### config.mk
export PLATFORM = sky130hd
export DESIGN_NAME = reset_supervisor
export DESIGN_NICKNAME = d
export VERILOG_FILES = /design/src/rtl/sup_pkg.sv /design/src/rtl/mr_synchronizer.sv /design/src/rtl/stretch_counter.sv /design/src/rtl/reset_out_stage.sv /design/src/rtl/reset_supervisor.sv
export SDC_FILE = /design/constraint.sdc
export NUM_CORES = 1
export LEC_CHECK = 0
export ABC_AREA = 1
export BUFFER_PORTS_ARGS = -buffer_cell sky130_fd_sc_hd__buf_2
export CORE_MARGIN = 5
export CORE_UTILIZATION = 54
export CTS_CLUSTER_SIZE = 28
export DETAILED_ROUTE_END_ITERATION = 8
export HOLD_SLACK_MARGIN = 0.02
export PLACE_DENSITY = 0.74
export SLEW_MARGIN = 25
export SYNTH_ARGS = -nofsm -noshare
export SYNTH_HDL_FRONTEND = slang
export SYNTH_SLANG_ARGS = --single-unit
### constraint.sdc
create_clock -name clk -period 1.5 [get_ports clk]
set_input_delay 0.075 -clock clk [delete_from_list [all_inputs] [get_ports clk]]
set_output_delay 0.075 -clock clk [all_outputs]
set_load 0.01 [all_outputs]
### src/rtl/sup_pkg.sv
// Package: shared helpers for the reset supervisor.
// Assumes HOLD_CYCLES >= 1 wherever the width function is used.
package sup_pkg;

    // Width needed to count from 0 up to n inclusive.
    function automatic int cnt_width(input int n);
        return (n < 2) ? 1 : $clog2(n + 1);
    endfunction

    // Output phase of the supervisor.
    typedef enum logic [0:0] {
        PH_HELD     = 1'b1,
        PH_RELEASED = 1'b0
    } phase_t;

endpackage

### src/rtl/mr_synchronizer.sv
// Module: mr_synchronizer
// What it does: brings the asynchronous manual-reset request into the clock
// domain through a chain of STAGES flops.
// Assumes: STAGES >= 2. In reset, every stage holds 1, which is the idle
// (inactive) level, so no request comes out while the block is in reset.
module mr_synchronizer #(
    parameter int STAGES = 2
) (
    input  logic clk,
    input  logic rst_n,
    input  logic async_in_n,
    output logic sync_out_n
);
    logic [STAGES-1:0] chain;

    generate
        genvar i;
        for (i = 0; i < STAGES; i++) begin : g_stage
            if (i == 0) begin : g_first
                // Purpose: first stage samples the raw pin.
                always_ff @(posedge clk) begin
                    if (!rst_n) chain[0] <= 1'b1;
                    else        chain[0] <= async_in_n;
                end
            end else begin : g_rest
                // Purpose: later stages settle the sampled value.
                always_ff @(posedge clk) begin
                    if (!rst_n) chain[i] <= 1'b1;
                    else        chain[i] <= chain[i-1];
                end
            end
        end
    endgenerate

    assign sync_out_n = chain[STAGES-1];
endmodule

### src/rtl/stretch_counter.sv
// Module: stretch_counter
// What it does: counts the cause-free cycles while reset is still held, and
// flags the cycle on which the hold may end.
// Assumes: HOLD_CYCLES >= 1. The count is cleared while a cause is present or
// while the outputs are already released, so every stretch starts from zero.
module stretch_counter
    import sup_pkg::*;
#(
    parameter int HOLD_CYCLES = 8
) (
    input  logic clk,
    input  logic rst_n,
    input  logic cause,
    input  logic held,
    output logic expire
);
    localparam int CW = cnt_width(HOLD_CYCLES);
    localparam logic [CW-1:0] LAST = CW'(HOLD_CYCLES - 1);

    logic [CW-1:0] count;

    // Purpose: flag the final cause-free cycle of the stretch.
    always_comb expire = held && !cause && (count == LAST);

    // Purpose: advance or clear the stretch count.
    always_ff @(posedge clk) begin
        if (!rst_n || cause || !held) count <= '0;
        else if (!expire)             count <= count + 1'b1;
    end
endmodule

### src/rtl/reset_out_stage.sv
// Module: reset_out_stage
// What it does: registers the two reset polarities and the release strobe.
// Assumes: cause and expire are decoded in the same cycle. Both polarities
// are reset to the asserted level.
module reset_out_stage
    import sup_pkg::*;
(
    input  logic   clk,
    input  logic   rst_n,
    input  logic   cause,
    input  logic   expire,
    output logic   rst_hi,
    output logic   rst_lo_n,
    output logic   rel_stb
);
    phase_t next_phase;

    // Purpose: pick the next phase from the causes and the stretch expiry.
    always_comb begin
        if (cause)       next_phase = PH_HELD;
        else if (expire) next_phase = PH_RELEASED;
        else             next_phase = rst_hi ? PH_HELD : PH_RELEASED;
    end

    // Purpose: active-high reset flop.
    always_ff @(posedge clk) begin
        if (!rst_n) rst_hi <= 1'b1;
        else        rst_hi <= (next_phase == PH_HELD);
    end

    // Purpose: active-low reset flop, loaded from the same decision.
    always_ff @(posedge clk) begin
        if (!rst_n) rst_lo_n <= 1'b0;
        else        rst_lo_n <= (next_phase == PH_RELEASED);
    end

    // Purpose: one-cycle strobe on the edge that releases the reset.
    always_ff @(posedge clk) begin
        if (!rst_n) rel_stb <= 1'b0;
        else        rel_stb <= !cause && expire;
    end
endmodule

### src/rtl/reset_supervisor.sv
// Module: reset_supervisor (top)
// What it does: combines the supply-good flag with the synchronized manual
// request, holds reset while either is active, and stretches the release by
// HOLD_CYCLES clocks.
// Assumes: supply_ok is synchronous and clean. man_rst_n may be asynchronous
// and bouncing.
module reset_supervisor #(
    parameter int HOLD_CYCLES = 10_000_000,
    parameter int SYNC_STAGES = 2
) (
    input  logic clk,
    input  logic rst_n,
    input  logic supply_ok,
    input  logic man_rst_n,
    output logic cpu_rst_n,
    output logic cpu_rst,
    output logic release_stb
);
    logic man_sync_n;
    logic cause;
    logic expire;

    mr_synchronizer #(.STAGES(SYNC_STAGES)) u_sync (
        .clk        (clk),
        .rst_n      (rst_n),
        .async_in_n (man_rst_n),
        .sync_out_n (man_sync_n)
    );

    // Purpose: any active reset cause.
    always_comb cause = !supply_ok || !man_sync_n;

    stretch_counter #(.HOLD_CYCLES(HOLD_CYCLES)) u_cnt (
        .clk    (clk),
        .rst_n  (rst_n),
        .cause  (cause),
        .held   (cpu_rst),
        .expire (expire)
    );

    reset_out_stage u_out (
        .clk      (clk),
        .rst_n    (rst_n),
        .cause    (cause),
        .expire   (expire),
        .rst_hi   (cpu_rst),
        .rst_lo_n (cpu_rst_n),
        .rel_stb  (release_stb)
    );
endmodule

# Word-level counts from Yosys, hierarchy flattened
# Cells that the tools add are included.
# classes
reduce_logical	11
n_addsub	1
eq_ne	1
n_bitwise	1
n_mux	3
# ops
op	n
24-bit by 1-bit adder with 24-bit output (second input constant)	1
24-bit == test (second input constant)	1
1-bit logical NOT	5
1-bit logical AND	3
1-bit logical OR	3
1-bit 2-to-1 mux	3
1-bit NOT	1
# word_totals
word_cells	23
register_bits	29
in_bits	4

# Longest topological paths before layout
# Gate-level depths: netlist of the first run.
# depth
depth_word	8
depth_mapped	8
mapped_depth_nobuf	8

# Modules after synthesis
# From an unflattened synthesis of the first run, not the netlist that was laid out.
# hier_totals
hier_cells	262
area_unflattened_um2	1687.9
# by_module_without_submodules
mod	area_per_inst_um2	cells_per_inst	instances
stretch_counter	1527.7	241	1
reset_out_stage	101.3	14	1
mr_synchronizer	55.1	6	1
reset_supervisor	3.8	1	1

# Worst setup path before layout of the first run
# OpenSTA, ideal clock, no wires.
# synth_path
path_kind	reg2reg
from	reg u_cnt.count[0]
to	reg u_cnt.count[16]
n_path_buf	0
stages_incl_launch_ff	9
slack_ns	0.030
t_arrival_ns	1.354
setup_time_ns	0.116
cell_sequence	dfxtp_1 > ha_1 > inv_1 > nor2_4 > nand2_2 > nor2_4 > nand2_1 > o21ai_0 > nor2_1
# synth_via
elab_chain_cells	2
word_cells_on_any_way	3
classes_between	add/sub: 1; eq/ne: 1; reduce/logical: 1
# synth_lines
element	line_no	text
from (decl)	stretch_counter.sv:20	logic [CW-1:0] count;
from (signal assigned)	stretch_counter.sv:28	else if (!expire) count <= count + 1'b1;
parallel branches: the longest is 2 deep, another holds 24-bit by 1-bit adder with 24-bit output	n/a	
# Parallel ways; which one is timed is not known.
# A chain may end at the register's enable or synchronous reset.

# Final worst setup path of the first run
# layout_path
from	reg u_cnt.count[0]
to	reg u_cnt.count[7]
# The elaborated chain is that of the path after synthesis.

==> flow_summary.json, run 1 <==
{
  "max_slew_margin_pct": 78.3,
  "yosysWarnings": 0,
  "area_growth_pct": 11.8,
  "skew_ns": 0.00386,
  "postRouteAntennaNets": 0,
  "num_rows": 20,
  "initial_core_util_pct": 55.9,
  "dr.pass1.iters": 5,
  "holdWs_ns": 0.0269,
  "ios": 7,
  "drc": 0,
  "place_ws_ns": 0.101,
  "wire_per_inst_um": 11.5,
  "core_sq_mm": 0.00303,
  "grt_pass1_vias": 1573,
  "num-nets-final": 302,
  "vias": 1715,
  "dp_hpwl_um": 3030,
  "crit_fanout": 7,
  "grt_max_degree": 14,
  "arrival_ns": 1.58,
  "synth.distinct_cells": 21,
  "clockRootBuffer": "clkbuf_4",
  "clk_path_buf_depth": 2,
  "utilization_pct": 62.5,
  "synth-seq-area-share_pct": 34.3,
  "r2r_cells": 8,
  "fillers": 292,
  "setup-tns-final_ns": 0,
  "cap_violations": 0,
  "fin_crit_sh_pct": 91.1,
  "die_area_sq_mm": 0.00435,
  "numCtsBuffers": 5,
  "clkTransAtPathRegs_ns": 0.09,
  "min-delay-start": "rst_n",
  "num_antenna_cells": 0,
  "finalHoldViolCount": 0,
  "cp-end-kind": "flop",
  "finalMaxSlewViolations": 0,
  "worst_pin_slew_ns": 0.325,
  "worstSetupPathType": "reg -> reg",
  "r2r_start": "u_cnt.count[0]",
  "track_usage_pct": 20.1,
  "avgViaCountPerCell": 5.03,
  "placed_cells": 332,
  "clock_latency_ns": 0.32,
  "syn-num-nets": 284,
  "synth_cells": 279,
  "fin_ws_ns": 0.134,
  "fin_cells": 341,
  "max_freq_mhz": 732,
  "gp_congestion": 0.966,
  "numPortBuffers": 6,
  "hp-class": "in -> reg",
  "cts_tree": "done",
  "htreeDepth": 2,
  "die_h_um": 66.0,
  "irDropWorstVdd_v": 0.000645,
  "ys_ff_latch": 29,
  "syn_area_sq_mm": 0.00169,
  "grt.overflow.total": 0,
  "cts_sinks": 29,
  "die_x_um": 66.0,
  "min_period_ns": 1.37,
  "p_leak_nw": 0.658,
  "synth.avg_cell_area_sq_um": 6.07,
  "min_path_cells": 3,
  "drive_gt1_share_pct": 12.1,
  "critical_path.startpoint_type": "flop",
  "powerDensity_mw_per_mm2": 691,
  "grt_pass1_wl_um": 6780,
  "cp-startpoint": "u_cnt.count[0]",
  "finalSetupViolCount": 0,
  "drtIter0Drc": 117,
  "required_ns": 1.72,
  "drt_wl_total_um": 3920,
  "status": "finished, final reports clean",
  "antenna_found_initial": 0
}
==> flip-flops by register name, summed over array words and instances (netlist names) <==
signal and flops:
u_cnt.count 24, u_out.rel_stb 1, u_out.rst_hi 1, u_out.rst_lo_n 1, u_sync.chain 1, u_sync.sync_out_n 1
==> critical path, stage by stage, from the launching register on <==
cell and delay, ns:
dfxtp_1 0.34, ha_2 0.20, inv_1 0.07, nor2_4 0.18, nand2_1 0.08, nor2_1 0.13, nand3_2 0.14, nand2_1 0.09
nor2_1 0.04
==> layout make-up <==
type	count	area [sq um]	share of cell area [%]
sequential	29	582	30.7
multi-input combinational	205	955	50.4
clock buffer	7	55.1	2.91
inverter	43	161	8.53
tap	44	55.1	2.91
timing repair buffer	13	85.1	4.49
==> cells in the mapped netlist <==
| library cell | instances | share of area (%) |
|---|---|---|
| nor2_2 | 2 | 0.74 |
| nand2_2 | 3 | 1.1 |
| nand4_1 | 12 | 4.4 |
| or2_0 | 1 | 0.37 |
| clkbuf_1 | 1 | 0.22 |
| xor2_1 | 2 | 1.0 |
| ha_1 | 1 | 0.74 |
| o21ai_0 | 7 | 2.1 |
| nand3_1 | 10 | 3.0 |
| nor2_4 | 3 | 2.0 |
| inv_1 | 43 | 9.5 |
| xnor2_1 | 3 | 1.6 |
| buf_2 | 1 | 0.30 |
| dfxtp_1 | 29 | 34 |
| nand3b_1 | 3 | 1.3 |
| or2_2 | 2 | 0.74 |
| o21ai_1 | 1 | 0.30 |
| nand3_2 | 2 | 1.2 |
| nand2_1 | 74 | 16 |
| a21oi_1 | 16 | 4.7 |
| nor2_1 | 63 | 14 |
==> metal layers <==
metal  vias up  wire length [um]  GRT usage (%)
met5         -                 0              0
met4         0                46           5.58
met3         6               266           4.59
met2        50              1750           32.2
met1       764              1860           27.1
li1        895                 -              -
==> path summary, 6_finish.rpt <==
kind / end / slack [ns]
worst max-delay path: u_cnt.count[7] / 0.13
worst min-delay path: u_out.rel_stb / 0.03
worst min register to register: u_sync.sync_out_n / 0.42
worst max register to register: u_cnt.count[7] / 0.13
==> kinds of logic (layout without fill, tap and decap cells) <==
family / after synthesis / after routing / share of synthesized area (%)
and+or+nand+nor: 175 / 175 / 45.2
adders and majority gates: 1 / 1 / 0.739
xor gates and xnor gates: 5 / 5 / 2.59
buffers and inverters: 45 / 63 / 10.1
AOI/OAI and AO/OA: 24 / 24 / 7.10
DFF: 29 / 29 / 34.3
==> through the flow <==
| step | total power [mW] | cell area (sq um) |
|---|---|---|
| final | 1.31 | 1890 |
| after global routing | 1.36 | 1890 |
| after CTS | 1.32 | 1870 |
| after detailed placement | 0.842 | 1810 |
| after global placement | 0.841 | 1810 |
| after floorplan | 0.824 | 1690 |
==> placed cells by master, fill, tap and decap left out, types with 2 or more instances in the layout <==
cell | netlist | layout
nand4_1 | 12 | 12
clkbuf_4 | 0 | 5
nor2_1 | 63 | 60
inv_1 | 43 | 43
nand3b_1 | 3 | 3
xnor2_1 | 3 | 3
nand3_2 | 2 | 2
buf_4 | 0 | 6
o21ai_1 | 1 | 2
or2_2 | 2 | 2
buf_2 | 1 | 6
a21oi_1 | 16 | 16
nor2_4 | 3 | 3
nand3_1 | 10 | 10
nor2_2 | 2 | 5
nand2_2 | 3 | 4
o21ai_0 | 7 | 6
nand2_1 | 74 | 73
dfxtp_1 | 29 | 28
xor2_1 | 2 | 2
==> report_power, final <==
group          switching (mW)  internal (mW)
logic                  0.0310         0.0195
clock network           0.261          0.221
registers             0.00209          0.774
total                   0.294           1.01
==> timing repair <==
| action | 4_1_cts | 5_1_grt |
|---|---|---|
| hold buffers | 1 | 0 |
| hold endpoints to repair | 1 | 0 |
| buffers inserted | 0 | 1 |
| resized for setup | 0 | 7 |
| endpoints found under the setup margin | 0 | 15 |
Power figures use the tool's default switching activity.
==> run 2, diff against run 1 <==
CELL_PAD_IN_SITES_DETAIL_PLACEMENT = 2   (was default)
CELL_PAD_IN_SITES_GLOBAL_PLACEMENT = 2   (was default)
CORE_UTILIZATION = 31   (was 54)
CTS_BUF_LIST = sky130_fd_sc_hd__clkbuf_4 sky130_fd_sc_hd__clkbuf_8   (was default)
CTS_CLUSTER_DIAMETER = 120   (was default)
PLACE_DENSITY = 0.78   (was 0.74)
==> run 2 against run 1 <==
Clock skew up 0.0044 ns. Final cell count up 10%. Core utilization decreased by 25 points. Global-route usage shrank 2.2 points. Non-clock buffer count increased by 5. Critical path type unchanged. Power increased by 15%. Sequential cell count unchanged. First-iteration DRC count down 67%. Sequential power barely moved.
==> flow_summary.json, run 2 (synthesis results as in run 1) <==
{
  "min_period_ns": 1.39,
  "numCtsBuffers": 5,
  "worst_pin_slew_ns": 0.252,
  "hp-class": "in -> reg",
  "drtIter0Drc": 39,
  "powerDensity_mw_per_mm2": 741,
  "clk_path_buf_depth": 2,
  "grt_max_degree": 14,
  "die_h_um": 83.9,
  "dp_hpwl_um": 4630,
  "mostFrequentLayoutCell": "nand2_1",
  "arrival_ns": 1.61,
  "cts_sinks": 29,
  "drt_wl_total_um": 5820,
  "largest_reg_flops": 24,
  "max_slew_margin_pct": 83.1,
  "antenna_found_initial": 0,
  "rsz0062_at_grt": "yes",
  "num_rows": 27,
  "cpMostUsedCell": "nor2_1",
  "grt_pass1_vias": 2013,
  "place_ws_ns": 0.0248,
  "p_leak_nw": 0.686,
  "core_sq_mm": 0.00541,
  "utilization_pct": 37.5,
  "grt.overflow.total": 0,
  "avgViaCountPerCell": 4.79,
  "finalMaxSlewViolations": 0,
  "initial_core_util_pct": 31.3,
  "critical_path.startpoint_type": "flop",
  "setup-tns-final_ns": 0,
  "regMostFlops": "u_cnt.count",
  "post_cts_buffers": 0,
  "skew_ns": 0.00826,
  "finalSetupViolCount": 0,
  "r2r_cells": 7,
  "irDropWorstVdd_v": 0.000460,
  "fin_crit_sh_pct": 92.8,
  "required_ns": 1.72,
  "crit_fanout": 4,
  "finalHoldViolCount": 0,
  "num_antenna_cells": 0,
  "vias": 1796,
  "gp_congestion": 0.803,
  "worstSetupPathType": "reg -> reg",
  "max_stage_delay_ns": 0.39,
  "die_area_sq_mm": 0.00704,
  "ios": 7,
  "wire_per_inst_um": 15.5,
  "crit_chain": "nand2_1 > buf_4 > nor2_1 > nand3_1 > nor2_2 > nor2_1 > nor2_1",
  "die_x_um": 83.9,
  "cp-end-kind": "flop",
  "drive_gt1_share_pct": 17.5,
  "fillers": 685,
  "fin_ws_ns": 0.109,
  "clockRootBuffer": "clkbuf_8",
  "drc": 0,
  "htreeDepth": 2,
  "min_path_cells": 3,
  "dr.pass1.iters": 4,
  "track_usage_pct": 17.9,
  "numPortBuffers": 6,
  "num-nets-final": 307,
  "grt_pass1_wl_um": 10100,
  "area_growth_pct": 19.7,
  "cts_tree": "done",
  "final_cell_mix": "nand2_1, nor2_1, inv_1",
  "clkTransAtPathRegs_ns": 0.08,
  "cp_slowest_cell": "dfxtp_1",
  "clock_latency_ns": 0.29,
  "postRouteAntennaNets": 0,
  "cap_violations": 0,
  "max_freq_mhz": 719,
  "power.total_mw": 1.50,
  "status": "finished, final reports clean"
}
==> run 2: cell types whose count changed in the layout (fill, tap and decap cells not counted), moves of 5 or more <==
cell / delta
buf_4: +5
clkbuf_4: -5
dfxtp_1: -6
dfxtp_2: +6
==> run 2: power by group <==
part / internal, mW / switching (mW)
combinational: 0.0187 / 0.0351
sequential: 0.775 / 0.00343
clock: 0.325 / 0.344
total: 1.12 / 0.383
==> run 2: worst paths after layout <==
kind,start,endpoint,slack (ns)
worst max-delay path,u_cnt.count[10],u_cnt.count[1],0.11
worst min-delay path,rst_n,u_out.rel_stb,0.04
worst max register to register,u_cnt.count[10],u_cnt.count[1],0.11
worst min register to register,u_sync.chain[0],u_sync.sync_out_n,0.43
==> run 2: routing by layer <==
layer	wire length, um	vias to the layer above	GRT usage, %
met2	2930	6	31.7
li1	-	906	-
met3	76	4	3.26
met5	0	-	0
met1	2780	880	22.9
met4	42	0	3.07
==> run 2: final cells by class <==
type | instances | area, sq um | area share [%]
multi-input combinational | 205 | 968 | 47.8
sequential | 29 | 589 | 29.1
inverter | 43 | 165 | 8.15
timing repair buffer | 18 | 123 | 6.05
tap | 72 | 90.1 | 4.44
clock buffer | 5 | 68.8 | 3.40
clock inverter | 3 | 22.5 | 1.11
==> run 2: repair_timing <==
action                                 CTS  global route
pin swaps                                0             2
endpoints found under the hold margin    1             0
setup endpoints to repair                4            22
hold buffers                             1             0
gates resized for setup                  1            16
==> run 2: critical path: cells and delay by family (launching register included) <==
kind | cells | cell delay, ns
flops | 1 | 0.39
buf+inv | 1 | 0.15
simple gates | 6 | 0.79
==> run 2: per-stage QoR <==
step | area (sq um) | instances | hold WS (ns)
6_report | 2030 | 375 | 0.0405
5_1_grt | 2030 | 375 | 0.0346
4_1_cts | 1990 | 375 | 0.0355
3_5_place_dp | 1890 | 366 | 0.266
3_3_place_gp | 1890 | 366 | 0.262
2_1_floorplan | 1690 | 279 | 0.182
==> run 3, diff against run 2 <==
CELL_PAD_IN_SITES_DETAIL_PLACEMENT = default   (was 2)
CELL_PAD_IN_SITES_GLOBAL_PLACEMENT = default   (was 2)
CORE_ASPECT_RATIO = 0.75   (was default)
CORE_UTILIZATION = 57   (was 31)
GPL_ROUTABILITY_DRIVEN = 0   (was default)
PLACE_DENSITY = 0.77   (was 0.78)
==> run 3 against run 2 <==
Sequential power hardly changed. Power grew 0.60%. Combinational power decreased by 2%. Critical path type unchanged. Count of clock-buffer cells in the layout is 2 higher. Global-route usage is 3.9 points higher. Sequential cell count unchanged. Final cell count is 11% lower. Hold slack gained 0.0087 ns. Clock power is 1% higher. Non-clock buffer count fell by 5. Worst setup slack better by 0.017 ns. Clock skew fell by 0.0041 ns.
==> flow_summary.json, run 3 (synthesis results as in run 1) <==
{
  "final_cell_mix": "nand2_1, nor2_1, inv_1",
  "finalMaxSlewViolations": 0,
  "finalHoldViolCount": 0,
  "status": "finished, final reports clean",
  "cp-startpoint": "u_cnt.count[9]",
  "cp-end-kind": "flop",
  "crit_fanout": 5,
  "numPortBuffers": 6,
  "finalSetupViolCount": 0,
  "die_area_sq_mm": 0.00417,
  "drive_gt1_share_pct": 12.8,
  "numCtsBuffers": 5,
  "grt_pass1_wl_um": 7010,
  "track_usage_pct": 21.9,
  "max_slew_margin_pct": 77.8,
  "die_h_um": 57.2,
  "endpoint": "u_cnt.count[11]",
  "multi_input_area_sq_um": 970,
  "clock_latency_ns": 0.29,
  "htreeDepth": 2,
  "fillers": 279,
  "grt_max_degree": 14,
  "holdWs_ns": 0.0491,
  "grt.overflow.total": 0,
  "p_leak_nw": 0.676,
  "required_ns": 1.68,
  "antenna_found_initial": 0,
  "grt_pass1_vias": 1550,
  "setup-tns-final_ns": 0,
  "num_rows": 17,
  "clockRootBuffer": "clkbuf_8",
  "dr.pass1.iters": 5,
  "irDropWorstVdd_v": 0.000567,
  "drt_wl_total_um": 4320,
  "regMostFlops": "u_cnt.count",
  "cts_sinks": 29,
  "rrSetupSlack_ns": 0.13,
  "cts_tree": "done",
  "drc": 0,
  "seqCellArea_sq_um": 583,
  "r2r_cells": 6,
  "num-nets-final": 302,
  "powerDensity_mw_per_mm2": 780,
  "r2r_start": "u_cnt.count[9]",
  "core_sq_mm": 0.00289,
  "arrival_ns": 1.55,
  "vias": 1759,
  "worst_pin_slew_ns": 0.333,
  "r2r_end": "u_cnt.count[11]",
  "min_period_ns": 1.37,
  "max_freq_mhz": 728,
  "cap_violations": 0,
  "mostFrequentLayoutCell": "nand2_1",
  "postRouteAntennaNets": 0,
  "initial_core_util_pct": 58.5,
  "avgViaCountPerCell": 5.25,
  "skew_ns": 0.00414,
  "ios": 7,
  "hp-class": "in -> reg",
  "largest_reg_flops": 24,
  "area_growth_pct": 14.4,
  "fin_crit_sh_pct": 91.6,
  "wire_per_inst_um": 12.9,
  "die_x_um": 72.9,
  "drtIter0Drc": 182,
  "dp_hpwl_um": 3150,
  "clkTransAtPathRegs_ns": 0.06,
  "rsz0062_at_grt": "no",
  "clk_path_buf_depth": 2,
  "worstSetupPathType": "reg -> reg",
  "num_antenna_cells": 0,
  "critical_path.startpoint_type": "flop"
}
## run 3: repair_timing
item,in CTS,in global routing
gates resized for setup,0,9
endpoints found under the hold margin,1,0
setup endpoints to repair,0,14
setup buffers,0,0
hold buffers,1,0
## run 3: how the worst min path moves through the flow
stage | from | endpoint | slack (ns) | depth (start not counted)
after global routing | rst_n | u_out.rel_stb | 0.08 | 3
after global placement | man_rst_n | u_sync.chain[0] | 0.26 | 2
after detailed placement | man_rst_n | u_sync.chain[0] | 0.26 | 2
after floorplan | man_rst_n | u_sync.chain[0] | 0.18 | 1
final | rst_n | u_out.rel_stb | 0.05 | 3
after CTS | rst_n | u_out.rel_stb | 0.06 | 3
## run 3: area by class of cell
class                      count  area share, %
multi-input combinational    205           50.1
sequential                    29           30.1
inverter                      43           8.33
clock buffer                   7           4.65
timing repair buffer          13           4.39
tap                           38           2.45
## run 3: worst max-delay path, cell delays in order (launching register included)
cell     delay [ns]
dfxtp_1        0.39
nand2_1        0.14
nor2_2         0.24
inv_1          0.10
nor2_4         0.18
xor2_1         0.16
nor2_1         0.06
## run 3: power by group
group / switching [mW] / internal (mW)
sequential: 0.00379 / 0.776
clock: 0.297 / 0.381
combinational: 0.0321 / 0.0207
total: 0.332 / 1.18
## run 3: through the flow
step | area [sq um] | setup slack (ns) | power (mW) | std cells | util (%)
finish | 1940 | 0.126 | 1.51 | 335 | 67.0
CTS | 1910 | 0.0910 | 1.51 | 335 | 65.9
global placement | 1810 | 0.140 | 0.842 | 327 | 62.5
floorplan | 1690 | 0.0300 | 0.824 | 279 | -
detailed placement | 1810 | 0.0950 | 0.842 | 327 | 62.5
global route | 1940 | 0.0104 | 1.57 | 335 | 67.0
## run 3: layer usage
metal  share of wire, %  vias up  global-route usage (%)  routed length [um]
met5                  0        -                       0                   0
met4                1.8        0                    10.5                  76
met3                8.6       10                    5.81                 373
met2                 41       63                    30.6                1760
met1                 49      787                    30.8                2110
li1                   -      899                       -                   -
